`config.mk`:
```
export PLATFORM = sky130hd
export DESIGN_NAME = card_session_seq
export DESIGN_NICKNAME = d
export VERILOG_FILES = /design/src/rtl/card_seq_pkg.sv /design/src/rtl/card_seq_ctrl.sv /design/src/rtl/card_seq_datapath.sv /design/src/rtl/card_session_seq.sv
export SDC_FILE = /design/constraint.sdc
export NUM_CORES = 1
export LEC_CHECK = 0
export BUFFER_PORTS_ARGS = -buffer_cell sky130_fd_sc_hd__clkbuf_2
export CORE_UTILIZATION = 45
export DETAILED_ROUTE_END_ITERATION = 6
export HOLD_SLACK_MARGIN = 0.02
export PLACE_DENSITY = 0.72
export SYNTH_ARGS = -nofsm -noshare
export SYNTH_HDL_FRONTEND = slang
export SYNTH_SLANG_ARGS = --single-unit
```
`constraint.sdc`:
```
create_clock -name clk -period 3.3 [get_ports clk]
set_clock_uncertainty 0.1 [all_clocks]
set_input_delay 0.33 -clock clk [delete_from_list [all_inputs] [get_ports clk]]
set_output_delay 0.33 -clock clk [all_outputs]
set_load 0.01 [all_outputs]
```
`src/rtl/card_seq_pkg.sv`:
```
package card_seq_pkg;

  typedef enum logic [3:0] {
    ST_IDLE, ST_PWRUP, ST_WAITRST, ST_RXDLY, ST_CLKDLY, ST_RUN,
    ST_OFFRST, ST_OFFCLK, ST_OFFIO, ST_OFFVCC, ST_DONE
  } seqState_e;

  typedef enum logic [2:0] {
    TM_SUPPLY, TM_RXGAP, TM_CLKGAP, TM_RSTOFF, TM_CLKOFF, TM_IOOFF, TM_VCCOFF
  } tmrSel_e;

  typedef struct packed {
    logic    setVcc;
    logic    clrVcc;
    logic    setRx;
    logic    clrRx;
    logic    setClk;
    logic    clrClk;
    logic    clrRst;
    logic    followRst;
    logic    loadTmr;
    tmrSel_e tmrSel;
  } seqStrb_t;

endpackage

```
`src/rtl/card_seq_ctrl.sv`:
```
module card_seq_ctrl
  import card_seq_pkg::*;
(
  input  logic     clk,
  input  logic     rstN,
  input  logic     cmdN,
  input  logic     hostRst,
  input  logic     cardPresent,
  input  logic     vccOk,
  input  logic     ocFault,
  input  logic     otFault,
  input  logic     vddFault,
  input  logic     tmrDone,
  output seqStrb_t strb,
  output logic     irqN
);

  seqState_e state, stateNxt;
  logic cmdPrev, faultFlag, setFault, clrFault;
  logic cmdFall, coreFault, vccBad, poweredUp;

  assign cmdFall   = cmdPrev & ~cmdN;
  assign coreFault = ocFault | otFault | vddFault | ~cardPresent;
  assign poweredUp = (state == ST_WAITRST) || (state == ST_RXDLY) ||
                     (state == ST_CLKDLY)  || (state == ST_RUN);
  assign vccBad    = poweredUp & ~vccOk;

  always_comb begin
    stateNxt = state;
    strb     = '0;
    strb.tmrSel = TM_SUPPLY;
    setFault = 1'b0;
    clrFault = 1'b0;
    case (state)
      ST_IDLE: begin
        if (cmdFall && cardPresent) begin
          stateNxt     = ST_PWRUP;
          strb.setVcc  = 1'b1;
          strb.loadTmr = 1'b1;
          strb.tmrSel  = TM_SUPPLY;
        end
      end
      ST_PWRUP: begin
        if (cmdN || coreFault) begin
          stateNxt     = ST_OFFRST;
          strb.loadTmr = 1'b1;
          strb.tmrSel  = TM_RSTOFF;
          setFault     = coreFault;
        end else if (tmrDone) begin
          if (!vccOk) begin
            stateNxt    = ST_DONE;
            strb.clrVcc = 1'b1;
            setFault    = 1'b1;
          end else if (hostRst) begin
            stateNxt = ST_WAITRST;
          end else begin
            stateNxt     = ST_RXDLY;
            strb.loadTmr = 1'b1;
            strb.tmrSel  = TM_RXGAP;
          end
        end
      end
      ST_WAITRST, ST_RXDLY, ST_CLKDLY, ST_RUN: begin
        if (cmdN || coreFault || vccBad) begin
          stateNxt     = ST_OFFRST;
          strb.loadTmr = 1'b1;
          strb.tmrSel  = TM_RSTOFF;
          setFault     = coreFault | vccBad;
        end else begin
          case (state)
            ST_WAITRST: if (!hostRst) begin
              stateNxt     = ST_CLKDLY;
              strb.setRx   = 1'b1;
              strb.loadTmr = 1'b1;
              strb.tmrSel  = TM_CLKGAP;
            end
            ST_RXDLY: if (tmrDone) begin
              stateNxt     = ST_CLKDLY;
              strb.setRx   = 1'b1;
              strb.loadTmr = 1'b1;
              strb.tmrSel  = TM_CLKGAP;
            end
            ST_CLKDLY: if (tmrDone) begin
              stateNxt    = ST_RUN;
              strb.setClk = 1'b1;
            end
            default: strb.followRst = 1'b1;
          endcase
        end
      end
      ST_OFFRST: if (tmrDone) begin
        stateNxt     = ST_OFFCLK;
        strb.clrRst  = 1'b1;
        strb.loadTmr = 1'b1;
        strb.tmrSel  = TM_CLKOFF;
      end
      ST_OFFCLK: if (tmrDone) begin
        stateNxt     = ST_OFFIO;
        strb.clrClk  = 1'b1;
        strb.loadTmr = 1'b1;
        strb.tmrSel  = TM_IOOFF;
      end
      ST_OFFIO: if (tmrDone) begin
        stateNxt     = ST_OFFVCC;
        strb.clrRx   = 1'b1;
        strb.loadTmr = 1'b1;
        strb.tmrSel  = TM_VCCOFF;
      end
      ST_OFFVCC: if (tmrDone) begin
        stateNxt    = ST_DONE;
        strb.clrVcc = 1'b1;
      end
      ST_DONE: if (cmdN) begin
        stateNxt = ST_IDLE;
        clrFault = 1'b1;
      end
      default: stateNxt = ST_IDLE;
    endcase
  end

  always_ff @(posedge clk or negedge rstN) begin
    if (!rstN) begin
      state     <= ST_IDLE;
      cmdPrev   <= 1'b0;
      faultFlag <= 1'b0;
    end else begin
      state   <= stateNxt;
      cmdPrev <= cmdN;
      if (clrFault)      faultFlag <= 1'b0;
      else if (setFault) faultFlag <= 1'b1;
    end
  end

  assign irqN = (state == ST_IDLE) ? cardPresent : ~faultFlag;

  AST_IDLE_NEEDS_CARD: assert property (@(posedge clk) disable iff (!rstN)
    (state == ST_IDLE && !cardPresent) |=> (state == ST_IDLE));
  AST_SUPPLY_FAIL: assert property (@(posedge clk) disable iff (!rstN)
    (state == ST_PWRUP && tmrDone && !cmdN && !coreFault && !vccOk)
      |=> (state == ST_DONE && faultFlag));
  AST_FAULT_TEARDOWN: assert property (@(posedge clk) disable iff (!rstN)
    ((poweredUp || state == ST_PWRUP) && coreFault) |=> (state == ST_OFFRST && !irqN));
  AST_FAULT_HELD: assert property (@(posedge clk) disable iff (!rstN)
    (faultFlag && !cmdN) |=> faultFlag);

endmodule

```
`src/rtl/card_seq_datapath.sv`:
```
module card_seq_datapath
  import card_seq_pkg::*;
#(
  parameter int SUPPLY_TICKS = 765,
  parameter int RX_TICKS     = 3,
  parameter int CLK_TICKS    = 1,
  parameter int RSTOFF_TICKS = 1,
  parameter int CLKOFF_TICKS = 12,
  parameter int IOOFF_TICKS  = 1,
  parameter int VCCOFF_TICKS = 1,
  parameter int RST_CLKS     = 42000
)(
  input  logic     clk,
  input  logic     rstN,
  input  logic     tickEn,
  input  logic     cardClkEn,
  input  logic     hostRst,
  input  seqStrb_t strb,
  output logic     tmrDone,
  output logic     vccEn,
  output logic     rxMode,
  output logic     cardClkGate,
  output logic     cardRst
);

  localparam int TMR_SUM = SUPPLY_TICKS + RX_TICKS + CLK_TICKS + RSTOFF_TICKS +
                           CLKOFF_TICKS + IOOFF_TICKS + VCCOFF_TICKS;
  localparam int TMR_W   = $clog2(TMR_SUM + 1);
  localparam int CNT_W   = $clog2(RST_CLKS + 1);
  localparam int NFLOP   = 3;

  logic [TMR_W-1:0] tmrCnt, tmrLoad;
  logic [CNT_W-1:0] clkCnt;
  logic             cntDone;
  logic [NFLOP-1:0] flopSet, flopClr, flopQ;

  always_comb begin
    case (strb.tmrSel)
      TM_SUPPLY: tmrLoad = TMR_W'(SUPPLY_TICKS);
      TM_RXGAP:  tmrLoad = TMR_W'(RX_TICKS);
      TM_CLKGAP: tmrLoad = TMR_W'(CLK_TICKS);
      TM_RSTOFF: tmrLoad = TMR_W'(RSTOFF_TICKS);
      TM_CLKOFF: tmrLoad = TMR_W'(CLKOFF_TICKS);
      TM_IOOFF:  tmrLoad = TMR_W'(IOOFF_TICKS);
      TM_VCCOFF: tmrLoad = TMR_W'(VCCOFF_TICKS);
      default:   tmrLoad = '0;
    endcase
  end

  always_ff @(posedge clk or negedge rstN) begin
    if (!rstN)                      tmrCnt <= '0;
    else if (strb.loadTmr)          tmrCnt <= tmrLoad;
    else if (tickEn && tmrCnt != 0) tmrCnt <= tmrCnt - 1'b1;
  end
  assign tmrDone = (tmrCnt == '0);

  // supply, receive mode and clock gate share one set/clear flop shape
  assign flopSet = {strb.setClk, strb.setRx, strb.setVcc};
  assign flopClr = {strb.clrClk, strb.clrRx, strb.clrVcc};

  for (genvar i = 0; i < NFLOP; i++) begin : g_outFlop
    always_ff @(posedge clk or negedge rstN) begin
      if (!rstN)           flopQ[i] <= 1'b0;
      else if (flopSet[i]) flopQ[i] <= 1'b1;
      else if (flopClr[i]) flopQ[i] <= 1'b0;
    end
  end
  assign vccEn       = flopQ[0];
  assign rxMode      = flopQ[1];
  assign cardClkGate = flopQ[2];

  assign cntDone = (clkCnt == CNT_W'(RST_CLKS));

  always_ff @(posedge clk or negedge rstN) begin
    if (!rstN)                                     clkCnt <= '0;
    else if (strb.setClk)                          clkCnt <= '0;
    else if (cardClkGate && cardClkEn && !cntDone) clkCnt <= clkCnt + 1'b1;
  end

  always_ff @(posedge clk or negedge rstN) begin
    if (!rstN)                            cardRst <= 1'b0;
    else if (strb.clrRst)                 cardRst <= 1'b0;
    else if (strb.followRst && cntDone)   cardRst <= hostRst;
  end

  AST_TMR_PARKS: assert property (@(posedge clk) disable iff (!rstN)
    (!strb.loadTmr && tmrDone) |=> tmrDone);
  AST_RX_NEEDS_VCC: assert property (@(posedge clk) disable iff (!rstN)
    rxMode |-> vccEn);
  AST_CLK_NEEDS_RX: assert property (@(posedge clk) disable iff (!rstN)
    cardClkGate |-> rxMode);
  AST_RST_NEEDS_CLK: assert property (@(posedge clk) disable iff (!rstN)
    cardRst |-> cardClkGate);
  AST_RST_AFTER_COUNT: assert property (@(posedge clk) disable iff (!rstN)
    $rose(cardRst) |-> cntDone);

endmodule

```
`src/rtl/card_session_seq.sv`:
```
module card_session_seq
  import card_seq_pkg::*;
#(
  parameter int SUPPLY_TICKS = 765,
  parameter int RX_TICKS     = 3,
  parameter int CLK_TICKS    = 1,
  parameter int RSTOFF_TICKS = 1,
  parameter int CLKOFF_TICKS = 12,
  parameter int IOOFF_TICKS  = 1,
  parameter int VCCOFF_TICKS = 1,
  parameter int RST_CLKS     = 42000
)(
  input  logic clk,
  input  logic rstN,
  input  logic tickEn,
  input  logic cardClkEn,
  input  logic cmdN,
  input  logic hostRst,
  input  logic cardPresent,
  input  logic vccOk,
  input  logic ocFault,
  input  logic otFault,
  input  logic vddFault,
  output logic vccEn,
  output logic rxMode,
  output logic cardClkGate,
  output logic cardRst,
  output logic irqN
);

  seqStrb_t strb;
  logic     tmrDone;

  card_seq_ctrl u_ctrl (
    .clk(clk), .rstN(rstN), .cmdN(cmdN), .hostRst(hostRst),
    .cardPresent(cardPresent), .vccOk(vccOk), .ocFault(ocFault),
    .otFault(otFault), .vddFault(vddFault), .tmrDone(tmrDone),
    .strb(strb), .irqN(irqN)
  );

  card_seq_datapath #(
    .SUPPLY_TICKS(SUPPLY_TICKS), .RX_TICKS(RX_TICKS), .CLK_TICKS(CLK_TICKS),
    .RSTOFF_TICKS(RSTOFF_TICKS), .CLKOFF_TICKS(CLKOFF_TICKS),
    .IOOFF_TICKS(IOOFF_TICKS), .VCCOFF_TICKS(VCCOFF_TICKS), .RST_CLKS(RST_CLKS)
  ) u_dp (
    .clk(clk), .rstN(rstN), .tickEn(tickEn), .cardClkEn(cardClkEn),
    .hostRst(hostRst), .strb(strb), .tmrDone(tmrDone), .vccEn(vccEn),
    .rxMode(rxMode), .cardClkGate(cardClkGate), .cardRst(cardRst)
  );

endmodule

```
==> results.md, run 1 <==
* Ys Warns at 0
* Slew Limit Fails at 0
* Synth top area share at 36.44%
* Xor/xnor share of the synthesized area at 7.439%
* Die area at 5794 um2
* Routed WL at 5.469 mm
* #FFs+latches synth at 36
* Slew @ Worst Pin at 0.9058 ns
* P&R area growth vs syn at 12.45%
* Clock-pin slew on the worst setup and hold paths at about 0.080 ns
* Finished Layout Cells at 357
* Slew headroom at 39.61%
* Reg2reg end: u_dp.tmrCnt[6]
* Clock tree buffer depth at 2
* Crit. Startpoint: u_dp.tmrCnt[0]
* RSZ-0062 raised after global routing: no
* Final Cycle Share at 80.23%
* Switching part of the total power at 40.46%
* First-pass GRT wire length at 9.494 mm
* Largest net degree at the start of global routing at 37
* Sequential fraction of the synthesis area at 36.44%
* Final setup margin at 0.6523 ns
* Input/output buffers at 15
* R2r startpoint: u_dp.tmrCnt[0]
* Largest family of logic cells by synthesized area: simple AND/OR/NAND/NOR gates
* Worst Hold Class: input pin to async pin
* Core area at 5205 um2
* Worst slack, placed at 0.6452 ns
* Setup Buffers After CTS at 0
* Sw power at slightly below 0.001 W
* Post-DRT Antenna Nets at 0
* Fin area at 2780 um2
* Count of flip-flops with a built-in enable after synthesis at 0
* TritonCTS clock tree: done
* Post-Synth Simple-Gate Area at between 30% and 40%
* Mapped Area at around 2500 um2
* Via count at 2142
* DP Area at 2621 um2
* Post-Syn Nets at 285
* Cts hold-fix bufs at 0
* Fin Setup TNS at 0 ns
* Antenna diodes at 0
* Setup crit end: u_dp.tmrCnt[6]
* FP Rows at 26
* Design Power at 0.002399 W
* P per Cell Area at about 860 nW/um2
* DP Cell Count at approximately 350
* Yosys top cell by area: dfrtp_1
* Vias in the first global route at ~2000
* R2R depth at 7
* Worst skew pair latency at approximately 0.29 ns
* GPL Wtd Cong at 0.8841
* Starting Density at 47.50%
* Layout cells sized above 1 at approximately 17%
* Unique masters post-synth at 70
* Mapped Cells at 270
* Top FF cell, synth: dfrtp_1
* Pre-antenna DRT Iters at 6
* Startpoint types: flop
* Max_cap viols at 0
* # setup viols final at 0
* Die width at 76.12 um
* Fin crit period at 2.648 ns
* Max VDD drop at 0.5082 mV
* Remaining DRCs at 0
* Reg2Reg Setup Slack at about 0.65 ns
* Leakage at about 1.1 nW
* CTS root buffer: clkbuf_8
* Top cells by area, synth: dfrtp_1 36%, xnor2_1 5.0%, nor2_1 4.6%
* Post-Syn Area per Cell at 9.157 um2
* I/O Pins at 16
* Combinational Power Share at 49.8%
* H-tree level count at 2
* DRT iter0 DRCs at roughly 330
* Internal power at 0.001428 W
* Async S/R FF share, synth at 100.0%
* Crit end category: flop
* Avg WL per Cell at 15.32 um
* Cts bufs inserted at 5
* Number of vias per cell at 6.000
* Multiplexer share of the synthesized area at 1.366%
* Antenna violations before repair at 0
* Nets at 301
* Status: complete, no violations
* Crit path kind: flop to flop
* Final Hold Fails at 0
* Required @ worst endpoint at 3.37 ns
* Global Route Usage Sum at 20.40%
* Adder-Cell Fraction of Synth Area at 2.024%
* Synth Area in Compound Gates at between 10% and 20%
* Detail Placement HPWL at 3.850 mm
* Total gr overflow at 0
* Worst endpoint data arrival time at roughly 2.7 ns
* Max Fclk at 377.7 MHz
* Post-CTS Resized at 0
* CTS Sinks at 36
* Die Ht at 76.12 um
* Clock power frac at 22.7%
* CP Max Fanout at 8
* Sequential share of power at 27.5%
## registers in the layout, indices dropped and copies added, names as in the netlist
name              count
u_dp.clkCnt          16
u_ctrl.state          4
u_dp.rxMode           1
u_dp.tmrCnt          10
u_ctrl.cmdPrev        1
u_dp.vccEn            1
u_ctrl.faultFlag      1
u_dp.cardClkGate      1
u_dp.cardRst          1
## cells in the mapped netlist, drive strengths merged, types with 2 or more instances
library cell	n
nor2	30
xnor2	14
or2	2
dfrtp	36
o21ai	5
o311a	4
nand4	12
nand2	19
or4b	4
o22ai	2
and4	3
nor3	7
nand3	12
o2111ai	3
o31a	6
nand2b	5
clkbuf	5
or3	2
buf	8
and3b	2
o31ai	5
nor4	5
or4	3
a2bb2oi	2
a211oi	2
mux2	3
ha	4
nor4b	3
inv	12
nor4bb	4
nor3b	3
and3	2
a31oi	2
o32a	2
nor2b	5
xor2	7
a21oi	7
## how the worst min path moves through the flow
stage	end	depth (start not counted)	slack, ns	start
3_3_place_gp	u_dp.clkCnt[7]	1	0.40	rstN
4_1_cts	u_ctrl.state[3]	1	0.09	rstN
3_5_place_dp	u_dp.vccEn	1	0.39	u_dp.vccEn
5_1_grt	u_ctrl.cmdPrev	1	0.11	cmdN
2_1_floorplan	u_ctrl.cmdPrev	0	-0.07	rstN
6_report	u_ctrl.state[3]	1	0.06	rstN
## cell families after synthesis
kind of cell	count (synthesis)
compound gates	56
xor+xnor	21
fa+ha+maj	4
buf+inv	25
flops	36
mux	3
simple gates	125
## layout make-up
type	count	area, um2
well taps	70	87.58
clock inverters	3	90.09
multi-input cells	209	1460
clock buffers	5	68.82
inverters	12	45.04
flip-flops and latches	36	900.9
repair buffers	22	127.6
fillers	475	2425
## metal layers
layer  global-route usage, %  up-vias  routed length (um)
met3                   3.593       11                 248
met1                   28.73     1015                2585
li1                        -     1047                   -
met2                   31.55       69                2549
met5                       0        -                   0
met4                   7.115        0                  86
## stage by stage
step	utilization, %	hold slack [ns]
final	53.41	0.05634
after global routing	53.41	0.1086
after CTS	53.41	0.09448
after detailed placement	50.36	0.3932
after global placement	50.36	0.4004
after floorplan	-	-0.06559
## power by group through the flow
stage / Clock, W / Sequential [W] / Combinational [W]
global route: 0.000573 / 0.000680 / 0.00132
floorplan: 0 / 0.000632 / 0.000952
detailed placement: 0 / 0.000665 / 0.00118
finish: 0.000544 / 0.000660 / 0.00120
CTS: 0.000555 / 0.000658 / 0.00118
global placement: 0 / 0.000664 / 0.00116
## cell usage in the layout (no fill, tap or decap), types with 4 or more instances in the layout
cell type	n
dfrtp_1	36
nor2_1	30
nand2_1	18
clkbuf_2	15
xnor2_1	14
inv_1	12
nand4_1	12
nand3_1	12
a21oi_1	7
xor2_1	7
buf_4	7
nor2b_1	5
nor3_1	5
nand2b_1	5
nor4_1	5
o21ai_0	5
o31a_1	5
clkbuf_8	5
o31ai_1	4
nor4bb_1	4
ha_1	4
## critical path, cell delays in order (launching register included)
cell and delay, ns:
dfrtp_1 0.37, inv_1 0.09, ha_1 0.20, or4b_1 0.26, nor4_1 0.09, o21ai_0 0.56, nand3_1 0.43, o311a_2 0.44
No activity file was read; power rests on OpenSTA's default activity.
==> run 2: changes to the inputs <==
--- a/config.mk
+++ b/config.mk
@@ -9,7 +9,7 @@
 export CORE_UTILIZATION = 45
 export DETAILED_ROUTE_END_ITERATION = 6
 export HOLD_SLACK_MARGIN = 0.02
-export PLACE_DENSITY = 0.72
+export PLACE_DENSITY = 0.75
 export SYNTH_ARGS = -nofsm -noshare
 export SYNTH_HDL_FRONTEND = slang
 export SYNTH_SLANG_ARGS = --single-unit
==> constraint.sdc (replaced) <==
create_clock -name clk -period 2.4 [get_ports clk]
set_clock_uncertainty 0.1 [all_clocks]
set_input_delay 0.24 -clock clk [delete_from_list [all_inputs] [get_ports clk]]
set_output_delay 0.24 -clock clk [all_outputs]
set_load 0.01 [all_outputs]
==> results.md, run 2 (same netlist as run 1, synthesis figures left out) <==
* Nets at 323 (was 301)
* Remaining DRCs at 0 (unchanged)
* Reg2Reg Setup Slack at 0.06 ns (was 0.65 ns)
* Leakage at 1.222 nW (was 1.141 nW)
* Number of vias per cell at 5.987 (was 6.000)
* DP Area at 2776 um2 (was 2621 um2)
* Largest net degree at the start of global routing at 37 (unchanged)
* FP Rows at 26 (unchanged)
* Final core occ at 56.37% (was 53.41%)
* Global Route Usage Sum at 22.23% (was 20.40%)
* P per Cell Area at 1101 nW/um2 (was 863.0 nW/um2)
* Max_cap viols at 0 (unchanged)
* CTS Sinks at 36 (unchanged)
* Layout cells sized above 1 at 24.68% (was 17.42%)
* Max VDD drop at 0.6620 mV (was 0.5082 mV)
* Most common library cell in the layout ignoring fill and taps: dfrtp_1 (unchanged)
* Worst hold margin at 0.2799 ns (was 0.05634 ns)
* Startpoint types: flop (unchanged)
* Setup crit end: u_dp.tmrCnt[6] (unchanged)
* Clock tree buffer depth at 2 (unchanged)
* Detail Placement HPWL at 4.142 mm (was 3.850 mm)
* CTS root buffer: clkbuf_8 (unchanged)
* Slew headroom at 38.52% (was 39.61%)
* Finished Layout Cells at 378 (was 357)
* Starting Density at 47.50% (unchanged)
* Input/output buffers at 15 (unchanged)
* Reg2reg end: u_dp.tmrCnt[6] (unchanged)
* P&R area growth vs syn at 18.67% (was 12.45%)
* Final Hold Fails at 0 (unchanged)
* Fin area at 2934 um2 (was 2780 um2)
* I/O Pins at 16 (unchanged)
* Via count at 2263 (was 2142)
* Pre-antenna DRT Iters at 4 (was 6)
* DRT iter0 DRCs at 167 (was 331)
* Die Ht at 76.12 um (unchanged)
* First-pass GRT wire length at 10.36 mm (was 9.494 mm)
* Slew Limit Fails at 0 (unchanged)
* CP Max Fanout at 6 (was 8)
* # setup viols final at 0 (unchanged)
* Cts bufs inserted at 5 (unchanged)
* Fin crit period at 2.340 ns (was 2.648 ns)
* Register area at 900.9 um2 (unchanged)
* DP Cell Count at 368 (was 349)
* GPL Wtd Cong at 0.8897 (was 0.8841)
* Most flops, register: u_dp.clkCnt (unchanged)
* Hold Crit Depth at 3
* Routed WL at 5.936 mm (was 5.469 mm)
* Hold_sp: hostRst
* Post-DRT Antenna Nets at 0 (unchanged)
* R2r startpoint: u_dp.tmrCnt[1] (was u_dp.tmrCnt[0])
* Clock-pin slew on the worst setup and hold paths at 0.08 ns (about the same)
* Largest register FFs at 16 (unchanged)
* Final Cycle Share at 97.50% (was 80.23%)
* Crit end category: flop (unchanged)
* Top Registers: u_dp.clkCnt (16), u_dp.tmrCnt (10), u_ctrl.state (4) (unchanged)
* Worst Hold Class: input pin to flop (was input pin to async pin)
* Die width at 76.12 um (unchanged)
* Vias in the first global route at 2160 (was 1985)
* RSZ-0062 raised after global routing: yes (was no)
* Crit path kind: flop to flop (unchanged)
* Antenna violations before repair at 0 (unchanged)
* Multi-input gate area at 1513 um2 (was 1460 um2)
* Worst skew pair latency at 0.30 ns (was 0.29 ns)
* Layout filler cell count at 477 (was 475)
* Max Fclk at 427.4 MHz (was 377.7 MHz)
* Avg WL per Cell at 15.70 um (was 15.32 um)
* Status: complete, no violations (unchanged)
* Slew @ Worst Pin at 0.9222 ns (was 0.9058 ns)
* R2R depth at 7 (unchanged)
* Commonest cells after routing, fill and taps aside: 36 x dfrtp_1, 30 x nor2_1, 26 x buf_4 (was 36 x dfrtp_1, 30 x nor2_1, 18 x nand2_1)
* Required @ worst endpoint at 2.48 ns (was 3.37 ns)
* TritonCTS clock tree: done (unchanged)
* Worst endpoint data arrival time at 2.42 ns (was 2.72 ns)
* Die area at 5794 um2 (unchanged)
* Core area at 5205 um2 (unchanged)
* Antenna diodes at 0 (unchanged)
* Crit. Startpoint: u_dp.tmrCnt[1] (was u_dp.tmrCnt[0])
* H-tree level count at 2 (unchanged)
* Total gr overflow at 0 (unchanged)
-- run 2: cell types whose count changed in the layout (fill, tap and decap cells not counted), moves of 2 or more --
cell	previous run	this run
inv_1	12	10
buf_4	7	26
inv_2	0	2
bufinv_16	3	0
dlygate4sd3_1	0	2
-- run 2: layout make-up --
| cell class | count | share of cell area [%] |
|---|---|---|
| Multi-Input combinational cell | 209 | 51.56 |
| Inverter | 12 | 1.535 |
| Sequential cell | 36 | 30.70 |
| Clock buffer | 6 | 2.473 |
| Timing Repair Buffer | 44 | 10.58 |
| Clock inverter | 1 | 0.1706 |
| Tap cell | 70 | 2.985 |
-- run 2: layer usage --
metal	vias to the layer above	track usage [%]	routed length, um
met5	-	0	0
met4	0	8.846	109
met3	11	3.713	262
met2	59	34.36	2866
met1	1108	31.02	2698
li1	1085	-	-
-- run 2: power by group --
part	internal [W]	leakage, nW	total (W)	switching [W]
clock network	0.000197	0.0410	0.000422	0.000224
registers	0.000753	0.459	0.000874	0.000121
logic	0.000851	0.721	0.00194	0.00108
total	0.00180	1.22	0.00323	0.00143
-- run 2: through the flow --
stage | TNS, ns | setup WS (ns) | power (W)
after floorplan | 0 | 0.01018 | 0.002177
final | 0 | 0.06007 | 0.003231
after global placement | -0.2082 | -0.04782 | 0.002631
after CTS | 0 | 0.002135 | 0.003118
after global routing | -0.007577 | -0.007577 | 0.003471
after detailed placement | -1.203 | -0.1503 | 0.002671
-- run 2: worst max-delay path: stages (launching register included) --
cell and delay (ns):
dfrtp_1 0.39, inv_2 0.08, ha_4 0.11, or4b_4 0.48, or3_4 0.41, o211a_4 0.27
a31o_4 0.25, o311a_2 0.13
-- run 2: worst min-delay path by stage --
stage	to	slack, ns
after floorplan	u_ctrl.cmdPrev	-0.16
after global placement	u_dp.clkCnt[6]	0.32
after detailed placement	u_ctrl.state[1]	0.32
after CTS	u_dp.cardRst	0.28
after global routing	u_dp.cardRst	0.30
final	u_dp.cardRst	0.28
-- run 2: repair_timing --
action	4_1_cts	5_1_grt
endpoints found under the hold margin	37	0
pin swaps	0	6
setup buffers	0	1
endpoints found under the setup margin	10	11
resized for setup	3	9
hold buffers	2	0
==> run 3: changes to the inputs <==
--- a/config.mk
+++ b/config.mk
@@ -6,10 +6,11 @@
 export NUM_CORES = 1
 export LEC_CHECK = 0
 export BUFFER_PORTS_ARGS = -buffer_cell sky130_fd_sc_hd__clkbuf_2
-export CORE_UTILIZATION = 45
+export CORE_UTILIZATION = 31
 export DETAILED_ROUTE_END_ITERATION = 6
+export GPL_TIMING_DRIVEN = 1
 export HOLD_SLACK_MARGIN = 0.02
-export PLACE_DENSITY = 0.75
+export PLACE_DENSITY = 0.58
 export SYNTH_ARGS = -nofsm -noshare
 export SYNTH_HDL_FRONTEND = slang
 export SYNTH_SLANG_ARGS = --single-unit
==> results.md, run 3 (same netlist as run 1, synthesis figures left out) <==
* Fin area at 2958 um2 (was 2934 um2)
* Reg2reg end: u_dp.tmrCnt[6] (unchanged)
* Max VDD drop at 0.3179 mV (was 0.6620 mV)
* Pre-antenna DRT Iters at 4 (unchanged)
* Starting Density at 31.99% (was 47.50%)
* Max Used Layer: met4 (unchanged)
* Slew @ Worst Pin at 0.9067 ns (was 0.9222 ns)
* Max Fclk at 425.7 MHz (was 427.4 MHz)
* Avg WL per Cell at 14.65 um (was 15.70 um)
* # setup viols final at 0 (unchanged)
* Routed WL at 6.005 mm (was 5.936 mm)
* Fin crit period at 2.349 ns (was 2.340 ns)
* Total gr overflow at 0 (unchanged)
* Critical Path Stages at 7 (unchanged)
* Die area at 8337 um2 (was 5794 um2)
* Via count at 2233 (was 2263)
* Slew Limit Fails at 0 (unchanged)
* Top Registers: u_dp.clkCnt (16), u_dp.tmrCnt (10), u_ctrl.state (4) (unchanged)
* R2r startpoint: u_dp.tmrCnt[1] (unchanged)
* Crit. Startpoint: u_dp.tmrCnt[1] (unchanged)
* Post-CTS Resized at 1 (was 3)
* Most flops, register: u_dp.clkCnt (unchanged)
* First-pass GRT wire length at 10.35 mm (was 10.36 mm)
* Vias in the first global route at 2091 (was 2160)
* P&R area growth vs syn at 19.64% (was 18.67%)
* Worst hold margin at -0.03421 ns (was 0.2799 ns)
* Max_cap viols at 0 (unchanged)
* CP top delay family: simple AND/OR/NAND/NOR gates (unchanged)
* DRT iter0 DRCs at 108 (was 167)
* Nets at 323 (unchanged)
* Most common library cell in the layout ignoring fill and taps: dfrtp_1 (unchanged)
* Antenna violations before repair at 0 (unchanged)
* P per Cell Area at 1085 nW/um2 (was 1101 nW/um2)
* Die Ht at 91.31 um (was 76.12 um)
* Final Cycle Share at 97.87% (was 97.50%)
* M1 WL at 3.041 mm (was 2.698 mm)
* Input/output buffers at 15 (unchanged)
* Startpoint types: flop (unchanged)
* Core area at 7727 um2 (was 5205 um2)
* Worst Hold Class: input pin to async pin (was input pin to flop)
* Slew headroom at 39.55% (was 38.52%)
* Worst skew pair latency at 0.29 ns (was 0.30 ns)
* Setup Buffers After CTS at 0 (unchanged)
* Layout cells sized above 1 at 24.68% (unchanged)
* Detail Placement HPWL at 4.312 mm (was 4.142 mm)
* R2R depth at 7 (unchanged)
* I/O Pins at 16 (unchanged)
* Layout filler cell count at 793 (was 477)
* Worst slack, placed at -0.01403 ns (was -0.1503 ns)
* Status: complete, but fails checks (was complete, no violations)
* Remaining DRCs at 0 (unchanged)
* Worst endpoint data arrival time at 2.42 ns (about the same)
* Cts bufs inserted at 5 (unchanged)
* Failing checks: hold timing
* CTS Sinks at 36 (unchanged)
* Commonest cells after routing, fill and taps aside: 36 x dfrtp_1, 30 x nor2_1, 28 x buf_4 (was 36 x dfrtp_1, 30 x nor2_1, 26 x buf_4)
* Leakage at 1.223 nW (was 1.222 nW)
* Post-DRT Antenna Nets at 0 (unchanged)
* DP Area at 2839 um2 (was 2776 um2)
* Metal3 WL at 172 um (was 262 um)
* Final setup margin at 0.05110 ns (was 0.06007 ns)
* Delay of the slowest cell on the worst path at 0.49 ns (was 0.48 ns)
* FP Rows at 32 (was 26)
* CTS root buffer: clkbuf_8 (unchanged)
* Die width at 91.31 um (was 76.12 um)
* Required @ worst endpoint at 2.47 ns (was 2.48 ns)
* Clock tree buffer depth at 2 (unchanged)
* H-tree level count at 2 (unchanged)
* Largest register FFs at 16 (unchanged)
* CP cell instances: inv_1 -> ha_1 -> or4b_4 -> or3_4 -> o211a_4 -> a31o_4 -> o311a_4 (was inv_2 -> ha_4 -> or4b_4 -> or3_4 -> o211a_4 -> a31o_4 -> o311a_2)
* Cts hold-fix bufs at 0 (was 2)
* Number of vias per cell at 5.446 (was 5.987)
* Final core occ at 38.28% (was 56.37%)
* TritonCTS clock tree: done (unchanged)
* Wire length on met2 at 2.693 mm (was 2.866 mm)
* RSZ-0062 raised after global routing: yes (unchanged)
* GPL Wtd Cong at 0.8141 (was 0.8897)
* Reg2Reg Setup Slack at 0.05 ns (was 0.06 ns)
* Crit end category: flop (unchanged)
* Antenna diodes at 0 (unchanged)
* CP Max Fanout at 6 (unchanged)
* WP buf/inv at 1 (unchanged)
* Crit path kind: flop to flop (unchanged)
* Largest net degree at the start of global routing at 37 (unchanged)
* Setup crit end: u_dp.tmrCnt[6] (unchanged)
* Clock-pin slew on the worst setup and hold paths at 0.07 ns (was 0.08 ns)
* Slowest cell on crit path: or4b_4 (unchanged)
* Global Route Usage Sum at 15.36% (was 22.23%)
* Final Hold Fails at 36 (was 0)
[run 3: report_power, final]
| group | internal [W] | total [W] | switching, W |
|---|---|---|---|
| logic | 0.000855 | 0.00192 | 0.00107 |
| registers | 0.000753 | 0.000871 | 0.000118 |
| clock network | 0.000197 | 0.000414 | 0.000216 |
[run 3: per-stage QoR]
stage / hold WS (ns) / total power, W / setup TNS (ns) / std cells
after floorplan: -0.1556 / 0.002177 / 0 / 270
after global placement: 0.3264 / 0.002682 / 0 / 403
after detailed placement: 0.3324 / 0.002685 / -0.01450 / 403
after CTS: 0.02144 / 0.003121 / 0 / 410
after global routing: 0.04742 / 0.003440 / -0.001169 / 410
final: -0.03421 / 0.003208 / 0 / 410
[run 3: final cells by class]
type | count | area (um2) | share of cell area [%]
Sequential cell | 36 | 900.9 | 30.46
Multi-Input combinational cell | 209 | 1501 | 50.76
Timing Repair Buffer | 44 | 305.3 | 10.32
Tap cell | 102 | 127.6 | 4.315
Clock buffer | 6 | 72.57 | 2.453
Inverter | 12 | 45.04 | 1.523
Clock inverter | 1 | 5.005 | 0.1692
[run 3: metal layers]
metal	track usage, %	up-vias
met5	0	-
met2	23.67	42
met4	5.556	0
li1	-	1090
met1	21.60	1092
met3	2.513	9
[run 3: how the worst min path moves through the flow]
stage                            to  cells past startpoint
global route         u_ctrl.cmdPrev                      1
detailed placement   u_ctrl.cmdPrev                      1
floorplan            u_ctrl.cmdPrev                      0
finish              u_ctrl.state[2]                      1
global placement    u_dp.clkCnt[10]                      1
CTS                 u_dp.clkCnt[12]                      1
[run 3: worst register-to-register path, delay by kind of cell (launching register included)]
family / cells / cell delay, ns
buf+inv: 1 / 0.07
simple gates: 2 / 0.87
flops: 1 / 0.38
fa+ha+maj: 1 / 0.13
compound gates: 3 / 0.69
